--- config.mk ---
export PLATFORM = sky130hd
export DESIGN_NAME = nmi_ack_unit
export DESIGN_NICKNAME = d
export VERILOG_FILES = /design/src/rtl/nmi_ack_pkg.sv /design/src/rtl/nmi_src_table.sv /design/src/rtl/nmi_select.sv /design/src/rtl/nmi_ack_unit.sv
export SDC_FILE = /design/constraint.sdc
export NUM_CORES = 1
export LEC_CHECK = 0
export ABC_AREA = 1
export BUFFER_PORTS_ARGS = -buffer_cell sky130_fd_sc_hd__buf_2
export CAP_MARGIN = 40
export CORE_MARGIN = 8
export CORE_UTILIZATION = 30
export CTS_CLUSTER_DIAMETER = 50
export DETAILED_ROUTE_END_ITERATION = 7
export GPL_TIMING_DRIVEN = 0
export HOLD_SLACK_MARGIN = 0.15
export SKIP_CTS_REPAIR_TIMING = 1
export SLEW_MARGIN = 20
export SYNTH_ARGS = -nofsm -noshare
export SYNTH_HDL_FRONTEND = slang
export SYNTH_HIERARCHICAL = 1
export SYNTH_SLANG_ARGS = --single-unit
--- constraint.sdc ---
create_clock -name clk -period 21.1 [get_ports clk]
set_clock_uncertainty 0.15 [all_clocks]
set_input_delay 4.22 -clock clk [delete_from_list [all_inputs] [get_ports clk]]
set_output_delay 4.22 -clock clk [all_outputs]
set_load 0.03 [all_outputs]
--- src/rtl/nmi_ack_pkg.sv ---
package nmi_ack_pkg;
    localparam int unsigned ID_NONE   = 1023;
    localparam int unsigned ID_NOTNMI = 1022;

    typedef enum logic {
        ST_IDLE  = 1'b0,
        ST_REPLY = 1'b1
    } ack_state_t;
endpackage

--- src/rtl/nmi_src_table.sv ---
module nmi_src_table #(
    parameter int NUM_SRC = 8,
    parameter int PRIO_W  = 8,
    localparam int IDX_W  = $clog2(NUM_SRC)
) (
    input  logic                            clk,
    input  logic                            rst_n,
    input  logic [NUM_SRC-1:0]              set_pend,
    input  logic [NUM_SRC-1:0]              clr_act,
    input  logic [NUM_SRC-1:0]              ack_vec,
    input  logic                            cfg_we,
    input  logic [IDX_W-1:0]                cfg_idx,
    input  logic [PRIO_W-1:0]               cfg_prio,
    input  logic                            cfg_nmi,
    output logic [NUM_SRC-1:0]              pend,
    output logic [NUM_SRC-1:0]              act,
    output logic [NUM_SRC-1:0]              nmi,
    output logic [NUM_SRC-1:0][PRIO_W-1:0]  prio
);
    for (genvar i = 0; i < NUM_SRC; i++) begin : g_src
        always_ff @(posedge clk) begin
            if (!rst_n) begin
                pend[i] <= 1'b0;
                act[i]  <= 1'b0;
                nmi[i]  <= 1'b0;
                prio[i] <= '1;
            end else begin
                pend[i] <= (pend[i] | set_pend[i]) & ~ack_vec[i];
                act[i]  <= (act[i] & ~clr_act[i]) | ack_vec[i];
                if (cfg_we && cfg_idx == IDX_W'(i)) begin
                    nmi[i]  <= cfg_nmi;
                    prio[i] <= cfg_prio;
                end
            end
        end
    end
endmodule

--- src/rtl/nmi_select.sv ---
module nmi_select #(
    parameter int NUM_SRC = 8,
    parameter int PRIO_W  = 8,
    localparam int IDX_W  = $clog2(NUM_SRC)
) (
    input  logic [NUM_SRC-1:0]              cand,
    input  logic [NUM_SRC-1:0][PRIO_W-1:0]  prio,
    output logic                            found,
    output logic [IDX_W-1:0]                win_idx,
    output logic [PRIO_W-1:0]               win_prio
);
    always_comb begin
        found    = 1'b0;
        win_idx  = '0;
        win_prio = '1;
        for (int i = 0; i < NUM_SRC; i++) begin
            if (cand[i] && (!found || prio[i] < win_prio)) begin
                found    = 1'b1;
                win_idx  = IDX_W'(i);
                win_prio = prio[i];
            end
        end
    end
endmodule

--- src/rtl/nmi_ack_unit.sv ---
module nmi_ack_unit
    import nmi_ack_pkg::*;
#(
    parameter int NUM_SRC = 8,
    parameter int PRIO_W  = 8,
    parameter int ID_BITS = 24,
    parameter int BASE_ID = 32,
    localparam int IDX_W  = $clog2(NUM_SRC)
) (
    input  logic                clk,
    input  logic                rst_n,
    input  logic [PRIO_W-1:0]   pmr,
    input  logic [NUM_SRC-1:0]  set_pend,
    input  logic                cfg_we,
    input  logic [IDX_W-1:0]    cfg_idx,
    input  logic [PRIO_W-1:0]   cfg_prio,
    input  logic                cfg_nmi,
    input  logic [NUM_SRC-1:0]  clr_act,
    input  logic                rd_req,
    output logic                rd_valid,
    output logic [63:0]         rd_data,
    output logic                irq
);
    localparam logic [63:0] ID_MASK = (64'd1 << ID_BITS) - 64'd1;

    logic [NUM_SRC-1:0]             pend, act, nmi, ack_vec;
    logic [NUM_SRC-1:0][PRIO_W-1:0] prio;
    logic                           found, sufficient, take;
    logic [IDX_W-1:0]               win_idx;
    logic [PRIO_W-1:0]              win_prio;
    logic [63:0]                    next_id, res_q;
    ack_state_t                     state, state_n;

    nmi_src_table #(.NUM_SRC(NUM_SRC), .PRIO_W(PRIO_W)) u_table (
        .clk(clk), .rst_n(rst_n), .set_pend(set_pend), .clr_act(clr_act),
        .ack_vec(ack_vec), .cfg_we(cfg_we), .cfg_idx(cfg_idx),
        .cfg_prio(cfg_prio), .cfg_nmi(cfg_nmi),
        .pend(pend), .act(act), .nmi(nmi), .prio(prio)
    );

    nmi_select #(.NUM_SRC(NUM_SRC), .PRIO_W(PRIO_W)) u_select (
        .cand(pend & ~act), .prio(prio),
        .found(found), .win_idx(win_idx), .win_prio(win_prio)
    );

    always_comb begin
        sufficient = found && (win_prio < pmr);
        take       = sufficient && nmi[win_idx];
        if (!sufficient)
            next_id = 64'(ID_NONE);
        else if (!take)
            next_id = 64'(ID_NOTNMI);
        else
            next_id = (64'(BASE_ID) + 64'(win_idx)) & ID_MASK;
        ack_vec = (rd_req && take) ? (NUM_SRC'(1) << win_idx) : '0;
    end

    always_comb begin
        state_n = state;
        unique case (state)
            ST_IDLE:  if (rd_req) state_n = ST_REPLY;
            ST_REPLY: state_n = rd_req ? ST_REPLY : ST_IDLE;
            default:  state_n = ST_IDLE;
        endcase
    end

    always_ff @(posedge clk) begin
        if (!rst_n) begin
            state <= ST_IDLE;
            res_q <= '0;
        end else begin
            state <= state_n;
            if (rd_req) res_q <= next_id;
        end
    end

    always_comb begin
        rd_valid = (state == ST_REPLY);
        rd_data  = rd_valid ? res_q : '0;
        irq      = take;
    end
endmodule

=== Yosys cells after proc, flatten, opt, wreduce, memory -nomap -nowiden ===
Index checks and enable logic that the tools add are counted.

* Bits in registers: 153
* Latch bits: 0
* RAM bits: 0
* Bits in read-only memories: 0
* Logic and storage cells: 165
* Memories: 0

* Add/subtract/negate cells: 1
* Multiply operators: 0
* Divide/modulo/power cells: 0
* Order comparisons: 9
* Equality and inequality tests: 7
* Shift-type cells: 1
* Muxes and demuxes: 30
* Bitwise operators: 50
* Reductions and logical operators: 33

{| class="wikitable"
|+ Operators by type and width
! operator !! count
|-
| 2-to-1 mux 64 bit || 2
|-
| 2-to-1 mux 8 bit || 9
|-
| < comparator 8 bit || 8
|-
| logical AND 1 bit || 18
|-
| bitwise AND 1 bit || 16
|-
| NOT 1 bit || 16
|-
| bitwise OR 1 bit || 16
|-
| == test 3 bit (second input constant) || 4
|-
| 2-to-1 mux 3 bit || 4
|-
| 2-to-1 mux 1 bit || 11
|-
| 2-to-1 mux 10 bit || 1
|-
| bitwise AND 8 bit || 1
|-
| NOT 8 bit || 1
|-
| left shift 1 x 3 -> 8 bit (first input constant) || 1
|-
| adder 6 x 3 -> 7 bit (first input constant) || 1
|-
| logical NOT 1 bit || 7
|-
| logical OR 1 bit || 7
|-
| == test 3 x 2 -> 1 bit (second input constant) || 2
|-
| < comparator 3 x 4 -> 1 bit (second input constant) || 1
|-
| 2-to-1 mux 2 bit || 2
|-
| binary-select mux 1 bit (select 3 bit) || 1
|-
| == test 3 x 1 -> 1 bit (second input constant) || 1
|-
| logical NOT 3 bit || 1
|}

=== Logic depth before layout (Yosys ltp) ===
Gate-level depths: netlist (run 1).

* Depth after elaboration: 38
* Depth in mapped cells: 103
* Depth with buffers taken out: 96

=== Modules after synthesis ===
Netlist (run 1), hierarchy kept.

{| class="wikitable"
|+ By module, submodules not included
! module !! times used !! cells each !! area each (um^2)
|-
| nmi_src_table || 1 || 404 || 3118.0
|-
| nmi_select || 1 || 403 || 2162.1
|-
| nmi_ack_unit || 1 || 186 || 1146.1
|}

=== Worst setup path before layout (run 1) ===
Ideal clock, no wire load.

* Path kind: reg-to-output
* From: register u_table.pend[0]
* To: output irq
* Arrival: 10.412 ns
* Setup slack: 6.318 ns
* Cell stages (with the launch flop): 78
* Buffers on the path: 7
* Path through: dfxtp_1 > inv_1 > nor2_1 > inv_1 > nor2_1 > ha_1 > a21oi_1 > nor2_1 > a211oi_1 > nand2_1 > nand2_2 > nand2_2 > buf_4 > o21ai_0 > ha_1 > a21oi_1 > nor2_1 > a211oi_1 > [42 not listed] > o21ai_0 > inv_1 > ha_1 > a21oi_1 > nor2_1 > a211oi_1 > nand2_1 > nand2_4 > nand2_4 > buf_6 > nand2_1 > nand2_1 > ha_1 > a21oi_1 > nor2_1 > nor2_1 > nand2_1 > a21oi_1

* Longest elaborated chain between the ends: 33
* Elaborated cells on any way between the ends: 57
* Those cells by class: 8 x order compare; 25 x mux; 1 x bitwise; 23 x reduce/logical

{| class="wikitable"
|+ RTL lines
! element !! line !! source
|-
| from (decl) || nmi_src_table.sv:15 || <nowiki>output logic [NUM_SRC-1:0] pend,</nowiki>
|-
| from (signal, indexed assignment) || nmi_src_table.sv:28 || <nowiki>pend[i] <= (pend[i] | set_pend[i]) & ~ack_vec[i];</nowiki>
|-
| bitwise AND 8 bit (*) || nmi_ack_unit.sv:42 || <nowiki>.cand(pend & ~act), .prio(prio),</nowiki>
|-
| 2-to-1 mux 8 bit / 2-to-1 mux 1 bit (equally long branches) || nmi_select.sv:17 || <nowiki>if (cand[i] && (!found || prio[i] < win_prio)) begin</nowiki>
|-
| < comparator 8 bit / logical NOT 1 bit (equally long branches) || nmi_select.sv:17 ||
|-
| logical OR 1 bit || nmi_select.sv:17 ||
|-
| logical AND 1 bit || nmi_select.sv:17 ||
|-
| 2-to-1 mux 8 bit / 2-to-1 mux 1 bit (equally long branches) || nmi_select.sv:17 ||
|-
| < comparator 8 bit / logical NOT 1 bit (equally long branches) || nmi_select.sv:17 ||
|-
| logical OR 1 bit || nmi_select.sv:17 ||
|-
| [18 not listed] || -- ||
|-
| < comparator 8 bit / logical NOT 1 bit (equally long branches) || nmi_select.sv:17 ||
|-
| logical OR 1 bit || nmi_select.sv:17 ||
|-
| logical AND 1 bit || nmi_select.sv:17 ||
|-
| 2-to-1 mux 8 bit (*) || nmi_select.sv:17 ||
|-
| via win_prio[5] || nmi_ack_unit.sv:30 || <nowiki>logic [PRIO_W-1:0] win_prio;</nowiki>
|-
| < comparator 8 bit (*) || nmi_ack_unit.sv:47 || <nowiki>sufficient = found && (win_prio < pmr);</nowiki>
|-
| logical AND 1 bit (*) || nmi_ack_unit.sv:47 ||
|-
| logical AND 1 bit (*) || nmi_ack_unit.sv:48 || <nowiki>take = sufficient && nmi[win_idx];</nowiki>
|-
| to (decl) || nmi_ack_unit.sv:22 || <nowiki>output logic irq</nowiki>
|}

Mark *: on every way through the listed nets, which the timed path passes. The rest lies on a longest branch. The select of a mux whose other input is x is not followed.

=== Final worst setup path (run 1) ===
Same ends and word-level chain as after synthesis.

==> metrics.md, run 1 <==
| Metric | Value |
|---|---|
| Status | `finished, final reports clean` |
| Critical Path Start | `u_table/pend[0]` |
| # port buffers | `43` |
| Critical Path Sink Type | `output pin` |
| Max stage delay cell, worst path | `dfxtp_1` |
| Initial antenna violation count | `0` |
| Max_cap viols | `0` |
| Hold Startpoint | `res_q[5]` |
| Area of the multi-input gates | `approximately 0.0038 sq mm` |
| Pin slew with the least headroom to its limit | `0.7465 ns` |
| CTS tree | `built` |
| Final ANT Viol Nets | `0` |
| Crit-path max cell delay | `0.33 ns` |
| Vias per inst | `between 4 and 5` |
| Fill count | `2326` |
| Register area | `0.001882 sq mm` |
| Final hold slack | `0.2907 ns` |
| CP Class | `flop to output pin` |
| Nets@finish | `1188` |
| Pre-Repair DR Iteration Count | `5` |
| IO Count | `106` |
| Slew HR | `between 50% and 60%` |
| GPL Wtd Cong | `0.8264` |
| Reg clk slew, reported paths | `approximately 0.07 ns` |
| Post-Syn Area | `0.006426 sq mm` |
| Main synth FF type | `dfxtp_1` |
| RR Startpoint | `u_table/pend[0]` |
| Placeable core area | `0.02102 sq mm` |
| Starting Density | `between 30% and 40%` |
| Startpoint Class | `flop` |
| Asr flop ratio synth | `0%` |
| Clock latency at the later pin of the worst-skew pair | `0.35 ns` |
| Share of layout cells above drive strength 1 | `17.00%` |
| First-pass GRT wire length | `between 20000 and 30000 um` |
| Fin Setup TNS | `0 ns` |
| Die width | `about 160 um` |
| Commonest non-fill, non-tap cell in the layout | `nand2_1` |
| H-tree levels | `3` |
| GRT Util Overall | `13.44%` |
| Crit-path max FO | `10` |
| # clock sinks | `94` |
| Die area | `0.02636 sq mm` |
| Residual DRC | `0` |
| Mean Syn Cell Area | `6.471 sq um` |
| Final hold vios | `0` |
| Post-Syn Instances | `993` |
| Grt ovf | `0` |
| Pin count of the biggest net entering global routing | `17` |
| CTS Root Cell | `clkbuf_16` |
| P per Cell Area | `between 70 and 80 mW/mm^2` |
| Period utilisation layout | `80.12%` |
| Initial DRC count | `about 400` |
| Via count | `6074` |
| Worst Path Required | `16.73 ns` |
| HPWL Detailed | `13960 um` |
| Leak pwr | `4.219 nW` |
| Yosys Warn Count | `6` |
| Total wire length | `17710 um` |
| Clock buffer count from CTS | `9` |
| Slew Viols, Final | `0` |
| Post-synth EDFFs | `0` |
| # diodes | `0` |
| Crit path arrival time | `12.54 ns` |
| RSZ-0062 raised after global routing | `no` |
| Area delta synth->final | `17.10%` |
| Internal reg-to-reg setup slack | `8.45 ns` |
| Synth unique cells | `30` |
| Vias in the first global route | `5463` |
| Final setup viols | `0` |
| Worst reg-to-reg path cell count | `82` |
| Most frequent cells in the layout | `nand2_1 (323), nand3_1 (115), dfxtp_1 (94)` |
| Critical path endpoint | `irq` |
| Die Span Y | `162.4 um` |
| FP Rows | `53` |
| HP Class | `flop to flop` |
| Maximum operating frequency | `0.05915 GHz` |
| Capturing point of the worst reg2reg path | `u_table/act[4]` |
| CTS Buffer Depth | `2` |
| Worst VDD drop | `0.00004309 V` |
| Mean routed wirelength per cell | `12.82 um` |
| Post-synthesis sequential area ratio | `29.28%` |
| Final min period | `16.91 ns` |
| Synth Register Bits | `94` |
cell type report:
| type | count | share of cell area [%] |
|---|---|---|
| clock buffers | 10 | 3.176 |
| well taps | 275 | 4.573 |
| plain buffers | 85 | 7.865 |
| multi-input cells | 765 | 50.08 |
| repair buffers | 44 | 2.960 |
| clock inverters | 6 | 1.247 |
| flip-flops and latches | 94 | 25.01 |
| inverters | 102 | 5.088 |
registers in the layout, indices dropped and copies added (netlist names):
register      count
rd_valid          1
u_table/act       8
u_table/prio     64
res_q             5
u_table/pend      8
u_table/nmi       8
worst max-delay path, delay by kind of cell, from the launching register on:
| family | cells | cell delay (ns) |
|---|---|---|
| compound gates | 21 | 3.99 |
| simple gates | 37 | 3.36 |
| flops | 1 | 0.33 |
| buf+inv | 13 | 2.04 |
| fa+ha+maj | 8 | 2.40 |
worst min path at each step:
stage	to	slack [ns]	cells after the start
final	res_q[5]	0.29	2
after global routing	res_q[5]	0.32	2
after CTS	res_q[5]	0.30	2
after detailed placement	res_q[5]	0.28	2
after global placement	res_q[5]	0.28	2
after floorplan	res_q[5]	0.27	2
power breakdown:
group	total, mW	switching [mW]	internal (mW)
combinational	0.206	0.137	0.0696
sequential	0.192	0.00587	0.186
clock	0.183	0.0748	0.108
total	0.581	0.218	0.364
Yosys cell counts, types with 2 or more instances:
cell type,number,area share (%)
nand3_1,115,9.0
a21oi_1,23,1.8
buf_4,64,7.5
inv_2,8,0.47
nand3b_1,4,0.47
nand2_2,23,2.2
o21ai_0,37,2.9
or2_2,3,0.29
ha_1,47,9.2
clkbuf_1,14,0.82
nand2_1,323,19
buf_2,2,0.16
inv_1,93,5.4
nand2_4,8,1.4
buf_6,4,0.70
a211oi_1,7,0.82
nor3_1,8,0.62
nor2_2,11,1.1
dfxtp_1,94,29
o21bai_1,5,0.58
nor2_1,89,5.2
nor2_4,3,0.53
per-layer routing:
metal	global-route usage (%)	wire length (um)	part of all wire, %	up-vias
met5	0	0	0	-
met4	3.157	156	0.88	0
met3	3.589	1313	7.4	11
met2	20.97	7564	43	153
met1	18.10	8673	49	2672
li1	-	-	-	3238
logic make-up after synthesis:
family | count (synthesis) | synth area share (%)
AO/OA/AOI/OAI | 75 | 6.406
adder cells (fa/ha/maj) | 47 | 9.151
buffers and inverters | 187 | 15.17
flip-flops | 94 | 29.28
other | 1 | 0.05836
AND/OR/NAND/NOR | 589 | 39.93
stage by stage:
| step | total power, mW | worst slack, ns | instances | utilization [%] | area (sq um) |
|---|---|---|---|---|---|
| after global placement | 0.3995 | 4.122 | 1364 | 34.18 | 7184 |
| after detailed placement | 0.4017 | 4.106 | 1364 | 34.18 | 7184 |
| after global routing | 0.6219 | 2.882 | 1381 | 35.80 | 7525 |
| final | 0.5814 | 4.194 | 1381 | 35.80 | 7525 |
| after CTS | 0.5853 | 3.672 | 1380 | 35.76 | 7517 |
| after floorplan | 0.3595 | 6.318 | 1046 | - | 6625 |
(Power assumes the default switching activity.)
==> run 2: changes to the inputs <==
==> constraint.sdc (replaced) <==
create_clock -name clk -period 15.5 [get_ports clk]
set_clock_uncertainty 0.15 [all_clocks]
set_input_delay 3.1 -clock clk [delete_from_list [all_inputs] [get_ports clk]]
set_output_delay 3.1 -clock clk [all_outputs]
set_load 0.03 [all_outputs]
==> run 2 against run 1 <==
- sequential share of layout area fell by 0.64 points
- worst hold slack barely moved
- clock power rose by 36%
- setup slack got worse by 3.3 ns
- flip-flop and latch count did not move
==> metrics.md, run 2 (synthesis gave the netlist of run 1 again) <==
| Metric | Value |
|---|---|
| Vias in the first global route | `5463 (unchanged)` |
| HP Class | `flop to flop` |
| CTS Root Cell | `clkbuf_16` |
| Worst Path Required | `12.25 ns (-4.48 ns)` |
| Initial DRC count | `383 (-5.2%)` |
| Post-layout util | `36.74% (+0.95 points)` |
| GPL Wtd Cong | `0.8264 (unchanged)` |
| Nets@finish | `1197 (+0.76%)` |
| Pre-Repair DR Iteration Count | `5 (unchanged)` |
| Initial antenna violation count | `0 (unchanged)` |
| Placed cells | `1364 (unchanged)` |
| Mean routed wirelength per cell | `12.99 um (+1.3%)` |
| Final instance area | `0.007724 sq mm (+2.6%)` |
| Most frequent cells in the layout | `nand2_1 (321), nand3_1 (115), dfxtp_1 (94)` |
| Total wire length | `18060 um (+2.0%)` |
| Placeable core area | `0.02102 sq mm (unchanged)` |
| Final hold vios | `0 (unchanged)` |
| CTS tree | `built` |
| Die Span Y | `162.4 um (unchanged)` |
| Maximum operating frequency | `~0.069 GHz` |
| P per Cell Area | `105.3 mW/mm^2 (+36%)` |
| Startpoint Class | `flop` |
| Capturing point of the worst reg2reg path | `u_table/act[4]` |
| Area delta synth->final | `20.19%` |
| Crit-path max FO | `10 (unchanged)` |
| RR Startpoint | `u_table/pend[0]` |
| Most used cell, CP | `nand2_1` |
| Die area | `0.02636 sq mm (unchanged)` |
| # clock sinks | `94 (unchanged)` |
| Max stage delay cell, worst path | `dfxtp_1` |
| Die width | `162.4 um (unchanged)` |
| Crit path arrival time | `11.34 ns (-1.20 ns)` |
| Pin count of the biggest net entering global routing | `17 (unchanged)` |
| First-pass GRT wire length | `28390 um (unchanged)` |
| Fin Setup TNS | `0 ns (unchanged)` |
| Leak pwr | `4.299 nW (+1.9%)` |
| CTS Buffer Depth | `2 (unchanged)` |
| Worst reg-to-reg path cell count | `89 (+8.5%)` |
| Period utilisation layout | `94.15%` |
| HPWL Detailed | `13960 um (unchanged)` |
| Hold Path Stages | `2 (unchanged)` |
| H-tree levels | `3 (unchanged)` |
| CP Class | `flop to output pin` |
| Grt ovf | `0 (unchanged)` |
| Reg with most FFs | `u_table/prio` |
| Clock buffer count from CTS | `9 (unchanged)` |
| Clock latency at the later pin of the worst-skew pair | `0.35 ns (about the same)` |
| # diodes | `0 (unchanged)` |
| Slew HR | `39.44% (-11 points)` |
| Final min period | `14.59 ns` |
| IO Count | `106 (unchanged)` |
| # port buffers | `43 (unchanged)` |
| Share of layout cells above drive strength 1 | `20.00% (+3.0 points)` |
| Final ANT Viol Nets | `0 (unchanged)` |
| Cell Area, Placed | `0.007184 sq mm (unchanged)` |
| Slew Viols, Final | `0 (unchanged)` |
| Via count | `6115 (+0.68%)` |
| Residual DRC | `0 (unchanged)` |
| Max_cap viols | `0 (unchanged)` |
| Starting Density | `30.57% (unchanged)` |
| Critical Path Sink Type | `output pin` |
| Total power | `0.8131 mW (+40%)` |
| Worst VDD drop | `0.00006170 V (+43%)` |
| Final setup viols | `0 (unchanged)` |
| Finished Layout Cells | `1390 (+0.65%)` |
| Status | `finished, final reports clean` |
| Pin slew with the least headroom to its limit | `0.9051 ns (+0.1587 ns)` |
| FP Rows | `53 (unchanged)` |
| Reg clk slew, reported paths | `0.07 ns (about the same)` |
| Hold path endpoint | `res_q[5]` |
| GRT Util Overall | `13.44% (unchanged)` |
| Commonest non-fill, non-tap cell in the layout | `nand2_1` |
| Hold Startpoint | `res_q[5]` |
| Vias per inst | `4.399 (about the same)` |
| Crit-path max cell delay | `0.33 ns (about the same)` |
| Max reg flops | `64 (unchanged)` |
| Internal reg-to-reg setup slack | `3.96 ns (-4.49 ns)` |
-- run 2: how the worst max path moves through the flow --
stage                     slack (ns)            start  depth (start not counted)   to
final                           0.91  u_table/pend[0]                         86  irq
after global routing           -0.07  u_table/pend[0]                         86  irq
after CTS                      -0.81  u_table/pend[0]                         78  irq
after detailed placement       -0.37  u_table/pend[0]                         78  irq
after global placement         -0.36  u_table/pend[0]                         80  irq
after floorplan                 1.84  u_table/pend[0]                         77  irq
-- run 2: worst max-delay path: cells and delay by family (launching register included) --
kind,cells,cell delay (ns)
AOI/OAI and AO/OA,19,2.61
adders and majority gates,8,2.32
DFF,1,0.33
and+or+nand+nor,44,3.69
buffers and inverters,15,2.01
-- run 2: power breakdown --
| group | internal, mW | switching, mW |
|---|---|---|
| clock | 0.147 | 0.101 |
| sequential | 0.253 | 0.00835 |
| combinational | 0.107 | 0.196 |
| total | 0.508 | 0.305 |
-- run 2: cell type report --
class,instances,area (sq um)
Buffer,85,603.1
Clock inverter,6,93.84
Clock buffer,10,239.0
Sequential cell,94,1882
Multi-Input combinational cell,765,3875
Tap cell,275,344.1
Fill cell,2323,13300
Inverter,102,386.6
Timing Repair Buffer,53,300.3
-- run 2: stage by stage --
stage / hold WS [ns] / setup slack, ns
after floorplan: 0.2707 / 1.838
after global routing: 0.3196 / -0.07064
after global placement: 0.2846 / -0.3582
after CTS: 0.2953 / -0.8077
after detailed placement: 0.2838 / -0.3744
final: 0.2907 / 0.9060
-- run 2: metal layers --
layer | vias to the layer above | track usage, % | routed length, um
met3 | 9 | 3.589 | 1329
li1 | 3259 | - | -
met2 | 151 | 20.97 | 7788
met5 | - | 0 | 0
met4 | 0 | 3.157 | 114
met1 | 2696 | 18.10 | 8827
==> run 3: changes to the inputs <==
--- a/config.mk
+++ b/config.mk
@@ -9,11 +9,12 @@
 export BUFFER_PORTS_ARGS = -buffer_cell sky130_fd_sc_hd__buf_2
 export CAP_MARGIN = 40
 export CORE_MARGIN = 8
-export CORE_UTILIZATION = 30
+export CORE_UTILIZATION = 52
 export CTS_CLUSTER_DIAMETER = 50
 export DETAILED_ROUTE_END_ITERATION = 7
 export GPL_TIMING_DRIVEN = 0
 export HOLD_SLACK_MARGIN = 0.15
+export PLACE_DENSITY = 0.77
 export SKIP_CTS_REPAIR_TIMING = 1
 export SLEW_MARGIN = 20
 export SYNTH_ARGS = -nofsm -noshare
==> run 3 against run 2 <==
- clock-buffer cell count down 1
- total power is 4.2% lower
- wire length shrank 7.4%
- utilization grew 25 points
- maximum frequency up 0.39%
- register-to-register slack gained 0.11 ns
- die area shrank 39%
- global-route usage increased by 7.5 points
- highest routed layer unchanged
==> metrics.md, run 3 (synthesis gave the netlist of run 1 again) <==
| Metric | Value |
|---|---|
| Critical Path Start | `u_table/pend[0]` |
| Mean routed wirelength per cell | `13.09 um (+0.78%)` |
| Die Span Y | `127.2 um (-22%)` |
| Slew Viols, Final | `0 (unchanged)` |
| Most frequent cells in the layout | `nand2_1 (323), nand3_1 (115), dfxtp_1 (94)` |
| Commonest non-fill, non-tap cell in the layout | `nand2_1` |
| Status | `finished, final reports clean` |
| Pin count of the biggest net entering global routing | `17 (unchanged)` |
| Nets@finish | `1191 (-0.50%)` |
| Final min period | `14.54 ns (-0.05736 ns)` |
| CTS tree | `built` |
| Leak pwr | `4.226 nW (-1.7%)` |
| Die width | `127.2 um (-22%)` |
| Pre-Repair DR Iteration Count | `7 (+2)` |
| Clock latency at the later pin of the worst-skew pair | `0.36 ns (about the same)` |
| Crit-path max cell delay | `0.34 ns (about the same)` |
| Final setup margin | `0.9634 ns (+0.05737 ns)` |
| Slew HR | `47.90% (+8.5 points)` |
| Initial antenna violation count | `0 (unchanged)` |
| CP Class | `flop to output pin` |
| Max reg flops | `64 (unchanged)` |
| HPWL Detailed | `12770 um (-8.5%)` |
| HP Class | `flop to flop` |
| H-tree levels | `3 (unchanged)` |
| GPL Wtd Cong | `0.8672 (+4.9%)` |
| FP Rows | `40 (-25%)` |
| Hold Startpoint | `res_q[5]` |
| Reg clk slew, reported paths | `0.06 ns (about the same)` |
| Maximum operating frequency | `0.06879 GHz (+0.39%)` |
| Fill count | `1161 (-50%)` |
| RR Startpoint | `u_table/pend[0]` |
| Vias per inst | `4.823 (+9.6%)` |
| Total wire length | `16720 um (-7.4%)` |
| CTS Root Cell | `clkbuf_16` |
| # port buffers | `43 (unchanged)` |
| Residual DRC | `0 (unchanged)` |
| GRT Util Overall | `20.93% (+7.5 points)` |
| Clock buffer count from CTS | `9 (unchanged)` |
| Share of layout cells above drive strength 1 | `18.76% (-1.2 points)` |
| Crit path arrival time | `11.29 ns (-0.05 ns)` |
| Final instance area | `0.007453 sq mm (-3.5%)` |
| # diodes | `0 (unchanged)` |
| Worst Path Required | `12.25 ns (about the same)` |
| Crit-path max FO | `10 (unchanged)` |
| Startpoint Class | `flop` |
| Grt ovf | `0 (unchanged)` |
| Cell Area, Placed | `0.007051 sq mm (-1.9%)` |
| Placeable core area | `0.01206 sq mm (-43%)` |
| RSZ-0062 raised after global routing | `no` |
| Setup WS pre-CTS | `-0.08512 ns (+0.2893 ns)` |
| Post-layout util | `61.79% (+25 points)` |
| Most used cell, CP | `nand2_1` |
| IO Count | `106 (unchanged)` |
| Max_cap viols | `0 (unchanged)` |
| CTS Buffer Depth | `2 (unchanged)` |
| P per Cell Area | `104.5 mW/mm^2 (-0.75%)` |
| Total power | `0.7788 mW (-4.2%)` |
| Vias in the first global route | `5644 (+3.3%)` |
| First-pass GRT wire length | `27210 um (-4.1%)` |
| Starting Density | `53.28% (+23 points)` |
| Critical Path Sink Type | `output pin` |
| Final ANT Viol Nets | `0 (unchanged)` |
| Die area | `0.01617 sq mm (-39%)` |
| Max stage delay cell, worst path | `ha_1` |
| Initial DRC count | `383 (unchanged)` |
| Final hold vios | `0 (unchanged)` |
| Pin slew with the least headroom to its limit | `0.7787 ns (-0.1265 ns)` |
| # clock sinks | `94 (unchanged)` |
| Worst VDD drop | `0.00007915 V (+28%)` |
| Reg with most FFs | `u_table/prio` |
| Period utilisation layout | `93.78% (-0.37 points)` |
| Via count | `6159 (+0.72%)` |
| Area delta synth->final | `15.99%` |
| Final setup viols | `0 (unchanged)` |
==> run 3: cell count changes in the layout (fill, tap and decap cells not counted), sizes merged <==
| cell | previous run | this run |
|---|---|---|
| buf | 124 | 118 |
| bufinv | 2 | 1 |
| inv | 101 | 103 |
| clkinvlp | 1 | 2 |
| clkbuf | 24 | 23 |
| clkinv | 4 | 3 |
==> run 3: path summary, 6_finish.rpt <==
| check | to | slack (ns) | cells past startpoint |
|---|---|---|---|
| setup reg to reg | u_table/act[4] | 4.07 | 88 |
| hold / removal | res_q[5] | 0.29 | 2 |
| hold reg to reg | res_q[5] | 0.29 | 2 |
| setup / recovery | irq | 0.96 | 85 |
==> run 3: area by class of cell <==
class / instances / area, sq um / area share [%]
plain buffers: 85 / 595.6 / 7.991
clock buffers: 9 / 225.2 / 3.022
clock inverters: 7 / 72.57 / 0.9736
inverters: 102 / 382.9 / 5.137
multi-input cells: 765 / 3840 / 51.52
flip-flops and latches: 94 / 1882 / 25.25
well taps: 168 / 210.2 / 2.820
repair buffers: 47 / 245.2 / 3.290
==> run 3: where the power goes <==
part | switching (mW) | internal (mW)
clock network | 0.0988 | 0.126
registers | 0.00825 | 0.253
logic | 0.191 | 0.101
==> run 3: metal layers <==
layer | vias to the layer above | share of wire (%) | track usage (%)
met3 | 36 | 8.6 | 7.363
met4 | 0 | 2.2 | 6.998
met1 | 2654 | 44 | 25.04
li1 | 3249 | - | -
met2 | 220 | 45 | 34.23
met5 | - | 0 | 0
==> run 3: worst max-delay path, delay by kind of cell, from the launching register on <==
family	cells	cell delay, ns
and+or+nand+nor	44	3.68
buffers and inverters	14	1.82
adders and majority gates	8	2.37
DFF	1	0.33
AOI/OAI and AO/OA	19	2.68
==> run 3: stage by stage <==
stage	cells	hold slack [ns]	TNS, ns
final	1277	0.2912	0
after global routing	1277	0.3156	0
after CTS	1273	0.2951	-0.5625
after detailed placement	1257	0.2843	-0.08512
after global placement	1257	0.2874	0
after floorplan	1046	0.2707	0
